[config.mk]
export PLATFORM = sky130hd
export DESIGN_NAME = sdram_bank_decoder
export DESIGN_NICKNAME = d
export VERILOG_FILES = /design/src/rtl/sdram_dec_pkg.sv /design/src/rtl/bank_cfg_store.sv /design/src/rtl/bank_window_match.sv /design/src/rtl/bank_priority_pick.sv /design/src/rtl/sdram_bank_decoder.sv
export SDC_FILE = /design/constraint.sdc
export NUM_CORES = 1
export LEC_CHECK = 0
export ABC_AREA = 1
export BUFFER_PORTS_ARGS = -buffer_cell sky130_fd_sc_hd__buf_2
export CORE_ASPECT_RATIO = 1.4
export CORE_UTILIZATION = 55
export CTS_BUF_LIST = sky130_fd_sc_hd__clkbuf_8
export DETAILED_ROUTE_END_ITERATION = 16
export GPL_TIMING_DRIVEN = 0
export PLACE_DENSITY = 0.77
export SETUP_SLACK_MARGIN = 0.4
export SLEW_MARGIN = 10
export SYNTH_ARGS = -nofsm -noshare
export SYNTH_HDL_FRONTEND = slang
export SYNTH_HIERARCHICAL = 1
export SYNTH_SLANG_ARGS = --single-unit
[constraint.sdc]
create_clock -name clk -period 3.1 [get_ports clk]
set_input_delay 0.31 -clock clk [delete_from_list [all_inputs] [get_ports clk]]
set_output_delay 0.31 -clock clk [all_outputs]
set_load 0.03 [all_outputs]
[src/rtl/sdram_dec_pkg.sv]
package sdram_dec_pkg;
    localparam int unsigned REG_W         = 32;
    localparam logic [31:0] WR_KEEP_MASK  = 32'hFFDEE001;
    localparam logic [31:0] BASE_MASK     = 32'hFF800000;
    localparam int unsigned CODE_LSB      = 17;
    localparam int unsigned CODE_W        = 3;
    localparam int unsigned MIN_SIZE_LOG2 = 22;
    localparam logic [2:0]  CODE_BAD      = 3'd7;
    localparam int unsigned MAX_GOOD_CODE = 6;
    localparam int unsigned OFS_W         = MIN_SIZE_LOG2 + MAX_GOOD_CODE;
endpackage

[src/rtl/bank_cfg_store.sv]
module bank_cfg_store
    import sdram_dec_pkg::*;
#(
    parameter int unsigned NUM_BANKS = 4,
    parameter int unsigned IDX_W     = 2
) (
    input  logic                            clk,
    input  logic                            rst_n,
    input  logic                            we,
    input  logic [IDX_W-1:0]                widx,
    input  logic [REG_W-1:0]                wdata,
    output logic [NUM_BANKS-1:0][REG_W-1:0] cfg_q
);
    logic [NUM_BANKS-1:0][REG_W-1:0] cfg_d;

    always_comb begin
        cfg_d = cfg_q;
        for (int i = 0; i < NUM_BANKS; i++) begin
            if (we && (widx == IDX_W'(i))) begin
                cfg_d[i] = wdata & WR_KEEP_MASK;
            end
        end
    end

    always_ff @(posedge clk or negedge rst_n) begin
        if (!rst_n) begin
            cfg_q <= '0;
        end else begin
            cfg_q <= cfg_d;
        end
    end
endmodule

[src/rtl/bank_window_match.sv]
module bank_window_match
    import sdram_dec_pkg::*;
(
    input  logic [REG_W-1:0] cfg,
    input  logic [REG_W-1:0] addr,
    input  logic             ctrl_en,
    output logic             match,
    output logic [OFS_W-1:0] offset
);
    logic [CODE_W-1:0] code;
    logic [REG_W-1:0]  base;
    logic [REG_W-1:0]  diff;
    logic [REG_W-1:0]  above;
    logic [4:0]        shamt;

    always_comb begin
        code   = cfg[CODE_LSB +: CODE_W];
        base   = cfg & BASE_MASK;
        diff   = addr - base;
        shamt  = 5'(MIN_SIZE_LOG2) + 5'(code);
        above  = diff >> shamt;
        match  = ctrl_en && cfg[0] && (code != CODE_BAD) && (above == '0);
        offset = diff[OFS_W-1:0];
    end
endmodule

[src/rtl/bank_priority_pick.sv]
module bank_priority_pick
    import sdram_dec_pkg::*;
#(
    parameter int unsigned NUM_BANKS = 4,
    parameter int unsigned IDX_W     = 2
) (
    input  logic [NUM_BANKS-1:0]            match,
    input  logic [NUM_BANKS-1:0][OFS_W-1:0] offsets,
    output logic                            any,
    output logic [IDX_W-1:0]                idx,
    output logic [OFS_W-1:0]                ofs
);
    always_comb begin
        any = 1'b0;
        idx = '0;
        ofs = '0;
        for (int i = NUM_BANKS - 1; i >= 0; i--) begin
            if (match[i]) begin
                any = 1'b1;
                idx = IDX_W'(i);
                ofs = offsets[i];
            end
        end
    end
endmodule

[src/rtl/sdram_bank_decoder.sv]
module sdram_bank_decoder
    import sdram_dec_pkg::*;
#(
    parameter int unsigned NUM_BANKS = 4,
    localparam int unsigned IDX_W    = (NUM_BANKS > 1) ? $clog2(NUM_BANKS) : 1
) (
    input  logic             clk,
    input  logic             rst_n,
    input  logic             ctrl_en,
    input  logic             cfg_we,
    input  logic [IDX_W-1:0] cfg_idx,
    input  logic [31:0]      cfg_wdata,
    input  logic [IDX_W-1:0] peek_idx,
    output logic [31:0]      peek_data,
    input  logic [31:0]      addr_i,
    output logic             hit_o,
    output logic [IDX_W-1:0] bank_o,
    output logic [27:0]      offset_o
);
    typedef struct packed {
        logic             hit;
        logic [IDX_W-1:0] bank;
        logic [OFS_W-1:0] ofs;
    } dec_t;

    logic [NUM_BANKS-1:0][REG_W-1:0] bank_cfg;
    logic [NUM_BANKS-1:0]            bank_match;
    logic [NUM_BANKS-1:0][OFS_W-1:0] bank_ofs;
    logic                            pick_any;
    logic [IDX_W-1:0]                pick_idx;
    logic [OFS_W-1:0]                pick_ofs;
    dec_t                            dec_d, dec_q;

    bank_cfg_store #(.NUM_BANKS(NUM_BANKS), .IDX_W(IDX_W)) u_store (
        .clk   (clk),
        .rst_n (rst_n),
        .we    (cfg_we),
        .widx  (cfg_idx),
        .wdata (cfg_wdata),
        .cfg_q (bank_cfg)
    );

    for (genvar g = 0; g < NUM_BANKS; g++) begin : g_bank
        bank_window_match u_match (
            .cfg     (bank_cfg[g]),
            .addr    (addr_i),
            .ctrl_en (ctrl_en),
            .match   (bank_match[g]),
            .offset  (bank_ofs[g])
        );
    end

    bank_priority_pick #(.NUM_BANKS(NUM_BANKS), .IDX_W(IDX_W)) u_pick (
        .match   (bank_match),
        .offsets (bank_ofs),
        .any     (pick_any),
        .idx     (pick_idx),
        .ofs     (pick_ofs)
    );

    always_comb begin
        dec_d      = dec_q;
        dec_d.hit  = pick_any;
        dec_d.bank = pick_idx;
        dec_d.ofs  = pick_ofs;
    end

    always_ff @(posedge clk or negedge rst_n) begin
        if (!rst_n) begin
            dec_q <= '0;
        end else begin
            dec_q <= dec_d;
        end
    end

    assign peek_data = bank_cfg[peek_idx];
    assign hit_o     = dec_q.hit;
    assign bank_o    = dec_q.bank;
    assign offset_o  = dec_q.ofs;
endmodule

---- Word-level counts from Yosys, hierarchy flattened ----
Cells that the tools add are included.
word-level totals
  bits in registers ....................... 103
  bits in latches ......................... 0
  bits in writable memories ............... 0
  bits in read-only memories .............. 0
  input port bits ......................... 72
  output and inout bits ................... 63
  logic and storage cells ................. 62
  memories kept ........................... 0
operators by class
  add/subtract/negate cells ............... 8
  $mul .................................... 0
  divide/modulo/power cells ............... 0
  order comparisons ....................... 1
  eq/ne operators ......................... 7
  shift operators ......................... 4
  mux-type cells .......................... 14
  bitwise gates (word level) .............. 0
  reductions and logical operators ........ 21
operators by type and width
  cell                   count
  $logic_not A32 Y1      4
  $shr A32 B5 Y32        4
  $sub A32 B32 Y32       4
  $mux W28               4
  $bmux W32 S2           1
  $mux W32               1
  $add A5 B3 Y5 const A  4
  $logic_and A1 B1 Y1    16
  $ne A3 B3 Y1 const B   4
  $mux W2                4
  $eq A2 B2 Y1 const B   2
  $mux W1                4
  $lt A2 B3 Y1 const B   1
  $eq A2 B1 Y1 const B   1
  $logic_not A2 Y1       1

---- Logic depth before layout (Yosys ltp) ----
Gate-level depths: netlist (run 1).
  word-level depth ........................ 8
  depth in mapped cells ................... 22
  mapped depth without buffers ............ 20

---- Hierarchy ----
The synthesis (run 1) kept the hierarchy.
by module, submodules not included
  module                                     times used  cells each  area an instance (µm²)  seq. area each (µm²)
  bank_cfg_store                             1           376         3442.1                  1801.7
  sdram_bank_decoder                         1           405         2338.5                  775.7
  bank_window_match (g_bank[1].u_match ...)  2           160         885.8                   0.0
  bank_priority_pick                         1           254         1083.5                  0.0
  bank_window_match (g_bank[2].u_match)      1           173         930.9                   0.0
  bank_window_match (g_bank[0].u_match)      1           164         903.4                   0.0

---- Worst setup path after synthesis (run 1) ----
Ideal clock, no wire load.
  kind .................................... flip-flop to flip-flop
  start ................................... reg u_store/cfg_q[55] in the netlist's numbering
  end ..................................... reg dec_q (netlist bit offset_o[24])
  library setup time ...................... 116 ps
  data arrival time ....................... 2358 ps
  required time ........................... 2984 ps
  path slack .............................. 625 ps
  stages on the path, launching flop included .. 20
  path buffers ............................ 2
  period minus slack after synthesis ...... 2475 ps
  cells stage by stage .................... dfrtp_1 > ha_1 > inv_1 > fa_1 > nand2_1 > nand2_1 > a21oi_1 > nand3_1 > a21oi_1 > nand2_1 > nand2_1 > nand3_1 > nor2_1 > inv_2 > buf_6 > buf_6 > nor2_1 > nor2_1 > nand2_1 > nand2_1
RTL lines
  item                      RTL line                  source
  start: declaration        bank_cfg_store.sv:12      output logic [NUM_BANKS-1:0][REG_W-1:0] cfg_q
  start signal: assignment  bank_cfg_store.sv:29      cfg_q <= cfg_d;
  end signal: assignment    sdram_bank_decoder.sv:70  dec_q <= '0;
  end signal: assignment    sdram_bank_decoder.sv:72  dec_q <= dec_d;
  end: declaration          sdram_bank_decoder.sv:32  dec_t dec_d, dec_q;

---- Worst setup path in the final report (run 1) ----
  start ................................... reg u_store/cfg_q[55] in the netlist's numbering
  end ..................................... reg dec_q (netlist bit offset_o[19])
between the ends
  longest elaborated chain between the ends .. 6
RTL lines
  item                   RTL line                  source
  $sub A32 B32 Y32       bank_window_match.sv:19   diff = addr - base;
  $shr A32 B5 Y32        bank_window_match.sv:21   above = diff >> shamt;
  $logic_not A32 Y1      bank_window_match.sv:22   match = ctrl_en && cfg[0] && (code != CODE_BAD) && (above == '0);
  $logic_and A1 B1 Y1    bank_window_match.sv:22
  net bank_match[1]      sdram_bank_decoder.sv:27  logic [NUM_BANKS-1:0] bank_match;
  $mux W28 (2 in a row)  bank_priority_pick.sv:18  if (match[i]) begin
  net pick_ofs[19]       sdram_bank_decoder.sv:31  logic [OFS_W-1:0] pick_ofs;
The timed path passes the listed nets, and every way through them passes these cells.
A chain may end at the register's enable or synchronous reset.

==> impl_summary.log, run 1 <==
[metrics] wire length of the first global-routing pass: 45,800 um
[metrics] Hold Path Class: input pin to register
[metrics] Clk pin slew, worst setup/hold paths: 0.12 ns
[metrics] worst voltage drop across the vdd grid: 0.266 mV
[metrics] DRC marker count from the first detailed-route iteration: 635
[metrics] Worst Path Max Fanout: 11
[metrics] cell count after synthesis: 1,692
[metrics] sequential-to-total area share from yosys stat: 24.6%
[metrics] area of the mapped netlist: 10,500 um2
[metrics] max cap viols: 0
[metrics] Pleak: 7.15 nW
[metrics] fin crit share: 89.2%
[metrics] unrepaired setup endpoints after global routing: yes
[metrics] Layout Skew: 0.0234 ns
[metrics] num rows: 59
[metrics] Detail Route Antenna Nets: 0
[metrics] flip-flop and latch count after synthesis: 103
[metrics] sink count of the clock tree: 103
[metrics] source-to-sink clock delay at the later pin of the worst-skew pair: 0.42 ns
[metrics] type of destination of the critical path: register
[metrics] remaining routing DRC violations: 0
[metrics] Initial Utilization: 56.3%
[metrics] total wire length after detailed routing: 29,400 um
[metrics] Via density: 4.94
[metrics] DPL Wire Length: 21,900 um
[metrics] core area: 18,600 um2
[metrics] number of buffer cells added on primary ports: 102
[metrics] maximum operating frequency: 362 MHz
[metrics] GPL Wtd Cong: 0.909
[metrics] Avg WL per Cell: 13.8 um
[metrics] Horiz. Die Dim: 119 um
[metrics] endpoints failing hold: 0
[metrics] fraction of the core area covered by cells at the end of the flow: 65.5%
[metrics] start-to-end type of the worst setup path: register to register
[metrics] overall power after layout: 0.00509 W
[metrics] max-slew violation total from the final report: 0
[metrics] Die H: 165 um
[metrics] root buffer cell: sky130_fd_sc_hd__clkbuf_8
[metrics] Arr. time, crit path: 3.06 ns
[metrics] leading cell type in the layout, fill and taps excluded: sky130_fd_sc_hd__nand2_1
[metrics] minimum hold slack: 0.0795 ns
[metrics] minimum clock period: 2.77 ns
[metrics] count of distinct cell types in the synthesized netlist: 34
[metrics] final number of setup-violating endpoints: 0
[metrics] startpoint types: register
[metrics] GRT overflow: 0
[metrics] mean instance size in the synthesized netlist: 6.19 um2
[metrics] via total after detailed routing: 10,500
[metrics] fraction of final layout cells sized beyond drive strength 1: 23.9%
[metrics] post-placement cell count: 2,094
[metrics] required time of the worst setup path: 3.40 ns
[metrics] Ys Warns: 6
[metrics] clock tree from TritonCTS: yes
[metrics] Pre-antenna DRT Iters: 5
[metrics] Power Dens Cells: 418 nW/um2
[metrics] overall die area: 19,600 um2
[metrics] number of global-route vias before repair: 9,457
[metrics] combined global-route utilization of all metal layers: 29.5%
[metrics] deepest level of the CTS H-tree: 3
[metrics] Setup TNS Final: 0 ns
[metrics] status: complete, no violations
[metrics] Final Instance Count excl. Fillers: 2,127
[metrics] number of antenna violations at the first check in global routing: 0
[metrics] maximum number of pins on one net before global-route repair: 74
[metrics] number of nets in the layout: 1,989
[metrics] buffer depth of the longest clock path: 2
[metrics] clock buffers created by TritonCTS: 9
[metrics] top library cells by usage in the layout, fill and taps aside: sky130_fd_sc_hd__nand2_1 (587), sky130_fd_sc_hd__inv_1 (246), sky130_fd_sc_hd__nand3_1 (181)
[metrics] total I/O pin count: 135
[metrics] area grow syn2layout: 16.3%
[synth_stat cells]
master / instances / share of area, %
sky130_fd_sc_hd__nor2_2: 2 / 0.12
sky130_fd_sc_hd__nand2_2: 19 / 1.1
sky130_fd_sc_hd__xnor2_1: 3 / 0.25
sky130_fd_sc_hd__fa_1: 4 / 0.76
sky130_fd_sc_hd__buf_2: 36 / 1.7
sky130_fd_sc_hd__clkbuf_1: 2 / 0.072
sky130_fd_sc_hd__inv_2: 13 / 0.47
sky130_fd_sc_hd__nand4_1: 62 / 3.7
sky130_fd_sc_hd__buf_4: 161 / 12
sky130_fd_sc_hd__nand2_4: 1 / 0.11
sky130_fd_sc_hd__nand3b_1: 8 / 0.57
sky130_fd_sc_hd__nand3_2: 8 / 0.76
sky130_fd_sc_hd__nand2_1: 592 / 21
sky130_fd_sc_hd__and2_1: 2 / 0.12
sky130_fd_sc_hd__clkinv_1: 1 / 0.036
sky130_fd_sc_hd__nor3_1: 1 / 0.048
sky130_fd_sc_hd__nor2_4: 1 / 0.11
sky130_fd_sc_hd__xor2_1: 6 / 0.50
sky130_fd_sc_hd__a21oi_2: 6 / 0.50
sky130_fd_sc_hd__nand3_1: 186 / 8.9
sky130_fd_sc_hd__buf_6: 17 / 1.8
sky130_fd_sc_hd__clkbuf_2: 1 / 0.048
sky130_fd_sc_hd__mux2i_1: 3 / 0.29
sky130_fd_sc_hd__nor2_1: 102 / 3.7
sky130_fd_sc_hd__clkbuf_8: 1 / 0.13
sky130_fd_sc_hd__o22ai_1: 3 / 0.18
sky130_fd_sc_hd__dfrtp_1: 103 / 25
sky130_fd_sc_hd__and2_2: 1 / 0.072
sky130_fd_sc_hd__conb_1: 1 / 0.036
sky130_fd_sc_hd__a21oi_1: 49 / 2.3
sky130_fd_sc_hd__ha_1: 36 / 4.3
sky130_fd_sc_hd__o21ai_0: 8 / 0.38
sky130_fd_sc_hd__nand3_4: 3 / 0.50
sky130_fd_sc_hd__inv_1: 250 / 9.0
[critical path, stage by stage, from the launching register on]
cell and delay [ns]:
sky130_fd_sc_hd__dfrtp_1 0.41, sky130_fd_sc_hd__ha_2 0.20, sky130_fd_sc_hd__inv_2 0.05, sky130_fd_sc_hd__fa_2 0.42, sky130_fd_sc_hd__nand2_2 0.10, sky130_fd_sc_hd__nand3_4 0.08, sky130_fd_sc_hd__nand2_1 0.07, sky130_fd_sc_hd__nand2_1 0.06
sky130_fd_sc_hd__nand2_2 0.09, sky130_fd_sc_hd__nand2_1 0.07, sky130_fd_sc_hd__a21oi_2 0.09, sky130_fd_sc_hd__nand2_1 0.05, sky130_fd_sc_hd__nor2_1 0.12, sky130_fd_sc_hd__nor2_2 0.07, sky130_fd_sc_hd__nor2_4 0.15, sky130_fd_sc_hd__inv_2 0.06
sky130_fd_sc_hd__buf_8 0.15, sky130_fd_sc_hd__clkbuf_16 0.15, sky130_fd_sc_hd__nor2_1 0.08, sky130_fd_sc_hd__nor2_1 0.04, sky130_fd_sc_hd__nand2_1 0.07, sky130_fd_sc_hd__nand2_1 0.06
[sequential cells by signal (all words and copies together), names as in the netlist]
register and count:
bank_o 2, hit_o 1, offset_o 28, u_store/cfg_q 72
[report_power, final]
part	leakage [nW]	switching, W	internal [W]
clock network	0.102	0.000567	0.000393
logic	5.72	0.00152	0.000934
registers	1.33	0.000152	0.00152
[logic make-up after synthesis]
| family | Yosys count | synth area share, % |
|---|---|---|
| AO/OA/AOI/OAI | 66 | 3.41 |
| XOR/XNOR | 9 | 0.753 |
| adder cells (fa/ha/maj) | 40 | 5.07 |
| buffers and inverters | 482 | 24.8 |
| flip-flops | 103 | 24.6 |
| multiplexers | 3 | 0.287 |
| other | 1 | 0.0358 |
| AND/OR/NAND/NOR | 988 | 41.0 |
[path summary, 6_finish.rpt]
path,start,to,slack (ns),cells past startpoint
worst max-delay path,u_store/cfg_q[55],offset_o[19],0.33,21
worst min-delay path,addr_i[12],offset_o[12],0.08,3
min in group asynchronous,rst_n,offset_o[11],0.31,2
worst min register to register,u_store/cfg_q[46],u_store/cfg_q[46],0.49,2
max in group asynchronous,rst_n,u_store/cfg_q[119],2.08,3
worst max register to register,u_store/cfg_q[55],offset_o[19],0.33,21
[stage by stage]
step / setup WS (ns) / area (um2)
CTS: 0.387 / 11800
detailed placement: 0.143 / 11500
floorplan: 0.625 / 10700
global placement: 0.174 / 11500
global route: 0.234 / 12200
finish: 0.335 / 12200
[layer usage]
metal | track usage (%) | vias to the layer above | part of all wire [%]
li1 | - | 5382 | -
met1 | 34.2 | 4731 | 41
met2 | 54.1 | 311 | 51
met3 | 3.78 | 81 | 4.4
met4 | 13.8 | 0 | 4.0
met5 | 0 | - | 0
[area by class of cell]
class | instances | area [um2]
Inverter | 264 | 991
Antenna cell | 1 | 2.50
Sequential cell | 103 | 2580
Multi-Input combinational cell | 1162 | 5670
Clock buffer | 9 | 124
Clock inverter | 7 | 87.6
Fill cell | 1844 | 6420
Tap cell | 244 | 305
Timing Repair Buffer | 119 | 732
Buffer | 218 | 1690
[timing repair]
item | in CTS | in global routing
resized for setup | 17 | 66
setup endpoints to repair | 29 | 31
pin swaps | 3 | 22
hold buffers | 1 | 0
cloned | 0 | 3
hold endpoints to repair | 30 | 0
setup buffers | 2 | 10
Power figures use the tool's default switching activity.
==> run 2: changes to the inputs <==
- PLACE_DENSITY: 0.77 -> 0.76
- TNS_END_PERCENT: default -> 5
==> run 2 against run 1 <==
Effect of this change:
- cell count is 0.14% lower
- clock power is 8.2% lower
- critical path depth is 2 lower
- routed wire length rose by 0.80%
- sequential cell count is the same
- non-clock buffer count decreased by 2
- combinational power fell by 2%
- count of clock-buffer cells in the layout unchanged
- total power is 2.2% lower
- register-to-register slack about the same
- cell area decreased by 1.0%
- sequential share of layout area up 0.22 points
==> impl_summary.log, run 2 (same netlist as run 1, synthesis figures left out) <==
[metrics] Hold Crit Endpoint: offset_o[12]
[metrics] critical register-to-register path startpoint: u_store/cfg_q[55]
[metrics] worst voltage drop across the vdd grid: 0.275 mV (+3.4%)
[metrics] fin crit share: 89.0% (-0.24 points)
[metrics] Arr. time, crit path: 3.04 ns (-0.02 ns)
[metrics] GRT overflow: 0 (unchanged)
[metrics] Hold Path Class: input pin to register
[metrics] startpoint types: register
[metrics] Reg with most FFs: u_store/cfg_q
[metrics] CP Cell Sequence: ha_2 -> inv_2 -> fa_2 -> nand2_2 -> nand2_2 -> a21oi_2 -> nand3_1 -> a21oi_2 -> nand2_1 -> nand2_1 -> nand3_2 -> nor2_4 -> inv_4 -> buf_8 -> clkbuf_16 -> nor2_1 -> nor2_1 -> nand2_1 -> nand2_1
[metrics] Initial Utilization: 56.3% (unchanged)
[metrics] Hold Path Origin: addr_i[12]
[metrics] Die H: 165 um (unchanged)
[metrics] clock tree from TritonCTS: yes
[metrics] wire length of the first global-routing pass: 46,500 um (+1.6%)
[metrics] type of destination of the critical path: register
[metrics] final setup margin: 0.342 ns (+0.00738 ns)
[metrics] total wire length after detailed routing: 29,600 um (+0.80%)
[metrics] overall die area: 19,600 um2 (unchanged)
[metrics] required time of the worst setup path: 3.38 ns (-0.02 ns)
[metrics] fraction of final layout cells sized beyond drive strength 1: 23.6% (-0.35 points)
[metrics] total I/O pin count: 135 (unchanged)
[metrics] number of buffer cells added on primary ports: 102 (unchanged)
[metrics] root buffer cell: sky130_fd_sc_hd__clkbuf_8
[metrics] buffer depth of the longest clock path: 2 (unchanged)
[metrics] dpl cell area: 11,500 um2 (unchanged)
[metrics] Critical R2R Capture: offset_o[19]
[metrics] cell family with the largest share of critical-path delay: simple AND/OR/NAND/NOR gates
[metrics] source-to-sink clock delay at the later pin of the worst-skew pair: 0.40 ns (-0.02 ns)
[metrics] DPL Wire Length: 22,100 um (+0.94%)
[metrics] post-placement cell count: 2,094 (unchanged)
[metrics] DRC marker count from the first detailed-route iteration: 592 (-6.8%)
[metrics] max cap viols: 0 (unchanged)
[metrics] worst setup slack after placement: 0.133 ns (-0.0104 ns)
[metrics] core area: 18,600 um2 (unchanged)
[metrics] Setup TNS Final: 0 ns (unchanged)
[metrics] top library cells by usage in the layout, fill and taps aside: sky130_fd_sc_hd__nand2_1 (586), sky130_fd_sc_hd__inv_1 (246), sky130_fd_sc_hd__nand3_1 (182)
[metrics] Clk pin slew, worst setup/hold paths: 0.12 ns (about the same)
[metrics] Worst Hold Depth: 3 (unchanged)
[metrics] Final Instance Count excl. Fillers: 2,124 (-0.14%)
[metrics] setup slack on the worst flop-to-flop path: 0.34 ns (about the same)
[metrics] Layout Skew: 0.0225 ns (-0.000904 ns)
[metrics] area grow syn2layout: 15.2%
[metrics] GPL Wtd Cong: 0.913 (+0.47%)
[metrics] diode insertion count for antenna repair: 0 (-1)
[metrics] path depth of the worst reg2reg path: 19 (-9.5%)
[metrics] clock buffers created by TritonCTS: 9 (unchanged)
[metrics] maximum operating frequency: 363 MHz (+0.27%)
[metrics] Pre-antenna DRT Iters: 5 (unchanged)
[metrics] final number of setup-violating endpoints: 0 (unchanged)
[metrics] Pleak: 7.12 nW (-0.35%)
[metrics] flip-flop count of the largest register, all copies and words added: 72 (unchanged)
[metrics] number of global-route vias before repair: 9,848 (+4.1%)
[metrics] num rows: 59 (unchanged)
[metrics] Power Dens Cells: 413 nW/um2 (-1.2%)
[metrics] combined global-route utilization of all metal layers: 29.9% (+0.41 points)
[metrics] leading cell type in the layout, fill and taps excluded: sky130_fd_sc_hd__nand2_1
[metrics] deepest level of the CTS H-tree: 3 (unchanged)
[metrics] fillers: 1,846 (+0.11%)
[metrics] sink count of the clock tree: 103 (unchanged)
[metrics] Horiz. Die Dim: 119 um (unchanged)
[metrics] endpoints failing hold: 0 (unchanged)
[metrics] Critical Path Most Common Cell: sky130_fd_sc_hd__nand2_1
[metrics] max-slew violation total from the final report: 0 (unchanged)
[metrics] Avg WL per Cell: 13.9 um (+0.95%)
[metrics] total area of multi-input combinational cells: 5640 um2 (-0.46%)
[metrics] number of antenna violations at the first check in global routing: 0 (unchanged)
[metrics] remaining routing DRC violations: 0 (unchanged)
[metrics] largest stage delay on the critical path: 0.46 ns (+0.04 ns)
[metrics] status: complete, no violations
[metrics] maximum number of pins on one net before global-route repair: 73 (-1.4%)
[metrics] Detail Route Antenna Nets: 0 (unchanged)
[metrics] summed area of non-filler cells in the final layout: 12,100 um2 (-1.0%)
[metrics] Via density: 5.00 (+1.3%)
[metrics] slowest library cell on the worst path: sky130_fd_sc_hd__fa_2
[metrics] start-to-end type of the worst setup path: register to register
[metrics] worst path buffer plus inverter count: 4 (unchanged)
[metrics] minimum clock period: 2.76 ns (-0.00738 ns)
[metrics] via total after detailed routing: 10,600 (+1.1%)
[metrics] number of nets in the layout: 1,987 (-0.10%)
[metrics] footprint of the flip-flops and latches: 2580 um2 (unchanged)
[metrics] minimum hold slack: 0.0996 ns (+0.0201 ns)
[metrics] Worst Path Max Fanout: 5 (-6)
[metrics] unrepaired setup endpoints after global routing: yes
-- run 2: cell count changes in the layout (fill, tap and decap cells not counted), moves of 2 or more --
cell                     previous run  this run
sky130_fd_sc_hd__nor2_4             4         6
sky130_fd_sc_hd__buf_2            129       133
sky130_fd_sc_hd__ha_1              32        34
sky130_fd_sc_hd__inv_6              1         3
sky130_fd_sc_hd__buf_8              6         1
sky130_fd_sc_hd__nor2_1            87        90
sky130_fd_sc_hd__nor2_2            14         9
-- run 2: cell type report --
cell class	instances	share of cell area, %
timing repair buffer	117	5.66
inverter	264	8.24
clock buffer	9	1.03
sequential	103	21.4
multi-input combinational	1162	46.8
buffer	218	13.7
tap	244	2.53
clock inverter	7	0.602
-- run 2: worst max path at each step --
stage,from,endpoint,slack (ns),cells past startpoint
2_1_floorplan,u_store/cfg_q[55],offset_o[24],0.63,19
3_3_place_gp,addr_i[23],offset_o[14],0.17,19
3_5_place_dp,addr_i[23],offset_o[25],0.13,21
4_1_cts,u_store/cfg_q[119],offset_o[18],0.37,17
5_1_grt,u_store/cfg_q[55],offset_o[19],0.22,19
6_report,u_store/cfg_q[55],offset_o[19],0.34,19
-- run 2: where the power goes --
group          internal (W)  total (W)  switching (W)
Sequential          0.00152    0.00168       0.000156
Combinational      0.000911    0.00242        0.00151
Clock              0.000319   0.000881       0.000562
-- run 2: repair_timing --
action                     CTS  global route
hold buffers                 1             0
gates resized for setup     23            41
pin swaps                    5            15
setup buffers                4             5
hold endpoints to repair    31             0
gates cloned                 0             4
setup endpoints to repair   30            31
-- run 2: worst register-to-register path: stages, from the launching register on --
cell                        delay [ns]
sky130_fd_sc_hd__dfrtp_1          0.44
sky130_fd_sc_hd__ha_2             0.20
sky130_fd_sc_hd__inv_2            0.06
sky130_fd_sc_hd__fa_2             0.46
sky130_fd_sc_hd__nand2_2          0.08
sky130_fd_sc_hd__nand2_2          0.05
sky130_fd_sc_hd__a21oi_2          0.09
sky130_fd_sc_hd__nand3_1          0.10
sky130_fd_sc_hd__a21oi_2          0.12
sky130_fd_sc_hd__nand2_1          0.06
sky130_fd_sc_hd__nand2_1          0.07
sky130_fd_sc_hd__nand3_2          0.08
sky130_fd_sc_hd__nor2_4           0.21
sky130_fd_sc_hd__inv_4            0.07
sky130_fd_sc_hd__buf_8            0.14
sky130_fd_sc_hd__clkbuf_16        0.15
sky130_fd_sc_hd__nor2_1           0.10
sky130_fd_sc_hd__nor2_1           0.06
sky130_fd_sc_hd__nand2_1          0.06
sky130_fd_sc_hd__nand2_1          0.05
-- run 2: routing by layer --
metal | wire length [um] | track usage (%)
met3 | 1480 | 3.85
met2 | 15100 | 55.6
met5 | 0 | 0
met4 | 1000 | 14.0
met1 | 12000 | 34.0
-- run 2: stage by stage --
stage / power, W / util [%]
2_1_floorplan: 0.00340 / -
3_3_place_gp: 0.00393 / 61.8
3_5_place_dp: 0.00398 / 62.0
4_1_cts: 0.00491 / 63.6
5_1_grt: 0.00535 / 64.8
6_report: 0.00498 / 64.8
==> run 3: changes to the inputs <==
- RECOVER_POWER: default -> 100
==> run 3 against run 2 <==
Effect of this change:
- the run now ends with max-capacitance violations, max-slew violations left
- total power fell by 0.56%
- non-clock buffer count did not move
- core utilization fell by 0.65 points
- critical path depth did not move
- routed wire length barely moved
- maximum frequency fell by 2.2%
- cell count did not move
- first-iteration DRC count fell by 4.7%
==> impl_summary.log, run 3 (same netlist as run 1, synthesis figures left out) <==
[metrics] Clk pin slew, worst setup/hold paths: 0.13 ns (about the same)
[metrics] diode insertion count for antenna repair: 0 (unchanged)
[metrics] Die H: 165 um (unchanged)
[metrics] Worst Tran Pin Value: 1.84 ns
[metrics] flip-flop count of the largest register, all copies and words added: 72 (unchanged)
[metrics] worst voltage drop across the vdd grid: 0.243 mV (-12%)
[metrics] setup slack on the worst flop-to-flop path: 0.28 ns (-0.06 ns)
[metrics] start-to-end type of the worst setup path: register to register
[metrics] Via density: 4.97 (-0.72%)
[metrics] max cap viols: 1 (+1)
[metrics] number of global-route vias before repair: 9,848 (unchanged)
[metrics] worst setup path startpoint: u_store/cfg_q[55]
[metrics] leading cell type in the layout, fill and taps excluded: sky130_fd_sc_hd__nand2_1
[metrics] via total after detailed routing: 10,500 (-0.72%)
[metrics] minimum clock period: 2.82 ns (+0.0633 ns)
[metrics] unrepaired setup endpoints after global routing: yes
[metrics] maximum operating frequency: 354 MHz (-2.2%)
[metrics] Horiz. Die Dim: 119 um (unchanged)
[metrics] wire length of the first global-routing pass: 46,500 um (unchanged)
[metrics] GRT overflow: 0 (unchanged)
[metrics] type of destination of the critical path: register
[metrics] Detail Route Antenna Nets: 0 (unchanged)
[metrics] fillers: 1,891 (+2.4%)
[metrics] Critical R2R Capture: offset_o[19]
[metrics] DRC marker count from the first detailed-route iteration: 564 (-4.7%)
[metrics] sink count of the clock tree: 103 (unchanged)
[metrics] Initial Utilization: 56.3% (unchanged)
[metrics] relative max-transition margin: -22.5%
[metrics] Avg WL per Cell: 13.9 um (about the same)
[metrics] endpoints failing hold: 0 (unchanged)
[metrics] number of buffer cells added on primary ports: 102 (unchanged)
[metrics] violated checks: max-capacitance violations, max-slew violations
[metrics] remaining routing DRC violations: 0 (unchanged)
[metrics] startpoint types: register
[metrics] Pre-antenna DRT Iters: 6 (+1)
[metrics] status: finished, violations left
[metrics] Pleak: 6.86 nW (-3.6%)
[metrics] number of antenna violations at the first check in global routing: 0 (unchanged)
[metrics] fraction of final layout cells sized beyond drive strength 1: 19.3% (-4.3 points)
[metrics] total wire length after detailed routing: 29,600 um (about the same)
[metrics] capturing instance or port of the critical path: offset_o[19]
[metrics] critical register-to-register path startpoint: u_store/cfg_q[55]
[metrics] clock buffers created by TritonCTS: 9 (unchanged)
[metrics] num rows: 59 (unchanged)
[metrics] DPL Wire Length: 22,100 um (unchanged)
[metrics] required time of the worst setup path: 3.38 ns (about the same)
[metrics] maximum number of pins on one net before global-route repair: 73 (unchanged)
[metrics] final number of setup-violating endpoints: 0 (unchanged)
[metrics] fin crit share: 91.0% (+2.0 points)
[metrics] total I/O pin count: 135 (unchanged)
[metrics] overall die area: 19,600 um2 (unchanged)
[metrics] root buffer cell: sky130_fd_sc_hd__clkbuf_8
[metrics] Reg with most FFs: u_store/cfg_q
[metrics] number of nets in the layout: 1,987 (unchanged)
[metrics] GPL Wtd Cong: 0.913 (unchanged)
[metrics] combined global-route utilization of all metal layers: 29.9% (unchanged)
[metrics] clock tree from TritonCTS: yes
[metrics] overall power after layout: 0.00495 W (-0.56%)
[metrics] area grow syn2layout: 14.0%
[metrics] Setup TNS Final: 0 ns (unchanged)
[metrics] Power Dens Cells: 415 nW/um2 (+0.44%)
[metrics] buffer depth of the longest clock path: 2 (unchanged)
[metrics] path depth of the worst reg2reg path: 19 (unchanged)
[metrics] Hold Path Class: input pin to register
[metrics] core area: 18,600 um2 (unchanged)
[metrics] source-to-sink clock delay at the later pin of the worst-skew pair: 0.40 ns (about the same)
[metrics] max-slew violation total from the final report: 32 (+32)
[metrics] top library cells by usage in the layout, fill and taps aside: sky130_fd_sc_hd__nand2_1 (588), sky130_fd_sc_hd__inv_1 (250), sky130_fd_sc_hd__nand3_1 (182)
[metrics] Arr. time, crit path: 3.10 ns (+0.06 ns)
[metrics] deepest level of the CTS H-tree: 3 (unchanged)
[metrics] Layout Skew: 0.0233 ns (+0.000855 ns)
[metrics] Worst Path Max Fanout: 5 (unchanged)
[run 3: changes by cell type in the layout (fill, tap and decap cells not counted), sizes merged]
cell    change
clkbuf     +71
buf        -71
[run 3: worst max-delay path, cell delays in order (launching register included)]
cell,delay [ns]
sky130_fd_sc_hd__dfrtp_1,0.43
sky130_fd_sc_hd__ha_1,0.18
sky130_fd_sc_hd__inv_2,0.04
sky130_fd_sc_hd__fa_1,0.42
sky130_fd_sc_hd__nand2_1,0.13
sky130_fd_sc_hd__nand3_4,0.09
sky130_fd_sc_hd__nand3_2,0.09
sky130_fd_sc_hd__nand3b_1,0.10
sky130_fd_sc_hd__nand3_1,0.09
sky130_fd_sc_hd__nand2_1,0.06
sky130_fd_sc_hd__nor2_2,0.13
sky130_fd_sc_hd__nand3_2,0.11
sky130_fd_sc_hd__nor2_4,0.21
sky130_fd_sc_hd__inv_4,0.07
sky130_fd_sc_hd__buf_8,0.14
sky130_fd_sc_hd__clkbuf_16,0.15
sky130_fd_sc_hd__nor2_1,0.10
sky130_fd_sc_hd__nor2_1,0.05
sky130_fd_sc_hd__nand2_1,0.06
sky130_fd_sc_hd__nand2_1,0.05
[run 3: layout make-up]
cell class / count / area, um2 / share of cell area (%)
Buffer: 218 / 1630 / 13.7
Clock buffer: 9 / 124 / 1.04
Clock inverter: 7 / 72.6 / 0.608
Inverter: 264 / 993 / 8.32
Multi-Input combinational cell: 1162 / 5630 / 47.2
Sequential cell: 103 / 2580 / 21.6
Tap cell: 244 / 305 / 2.56
Timing Repair Buffer: 117 / 602 / 5.04
[run 3: how the worst min path moves through the flow]
stage                              endpoint  slack [ns]              start  cells after the start
final                          offset_o[12]         0.1         addr_i[12]                      3
after global placement    u_store/cfg_q[13]        0.45  u_store/cfg_q[13]                      2
after detailed placement       offset_o[11]        0.21              rst_n                      1
after floorplan                   bank_o[0]        0.01              rst_n                      0
after global routing            offset_o[9]        0.09          addr_i[9]                      3
after CTS                       offset_o[9]        0.08          addr_i[9]                      3
[run 3: metal layers]
layer	vias up	global-route usage [%]	part of all wire (%)
li1	5374	-	-
met1	4761	34.0	41
met2	337	55.6	51
met3	76	3.85	4.7
met5	-	0	0
met4	0	14.0	3.7
[run 3: stage by stage]
stage	util (%)	cells	instance area, um2	setup slack, ns	hold slack (ns)
finish	64.2	2124	11900	0.279	0.0991
global route	64.2	2124	11900	0.130	0.0916
CTS	63.6	2115	11800	0.369	0.0832
detailed placement	62.0	2094	11500	0.133	0.210
global placement	61.8	2093	11500	0.166	0.454
floorplan	-	1747	10700	0.625	0.0144
[run 3: timing repair]
action | CTS | global route
pin swaps | 5 | 15
endpoints found under the setup margin | 30 | 31
hold buffers | 1 | 0
buffers inserted | 4 | 5
gates resized for setup | 23 | 41
gates cloned | 0 | 4
endpoints found under the hold margin | 31 | 0
[run 3: where the power goes]
group          total [W]  switching (W)  internal, W
sequential       0.00168       0.000157      0.00152
combinational    0.00239        0.00151     0.000881
clock           0.000884       0.000565     0.000320
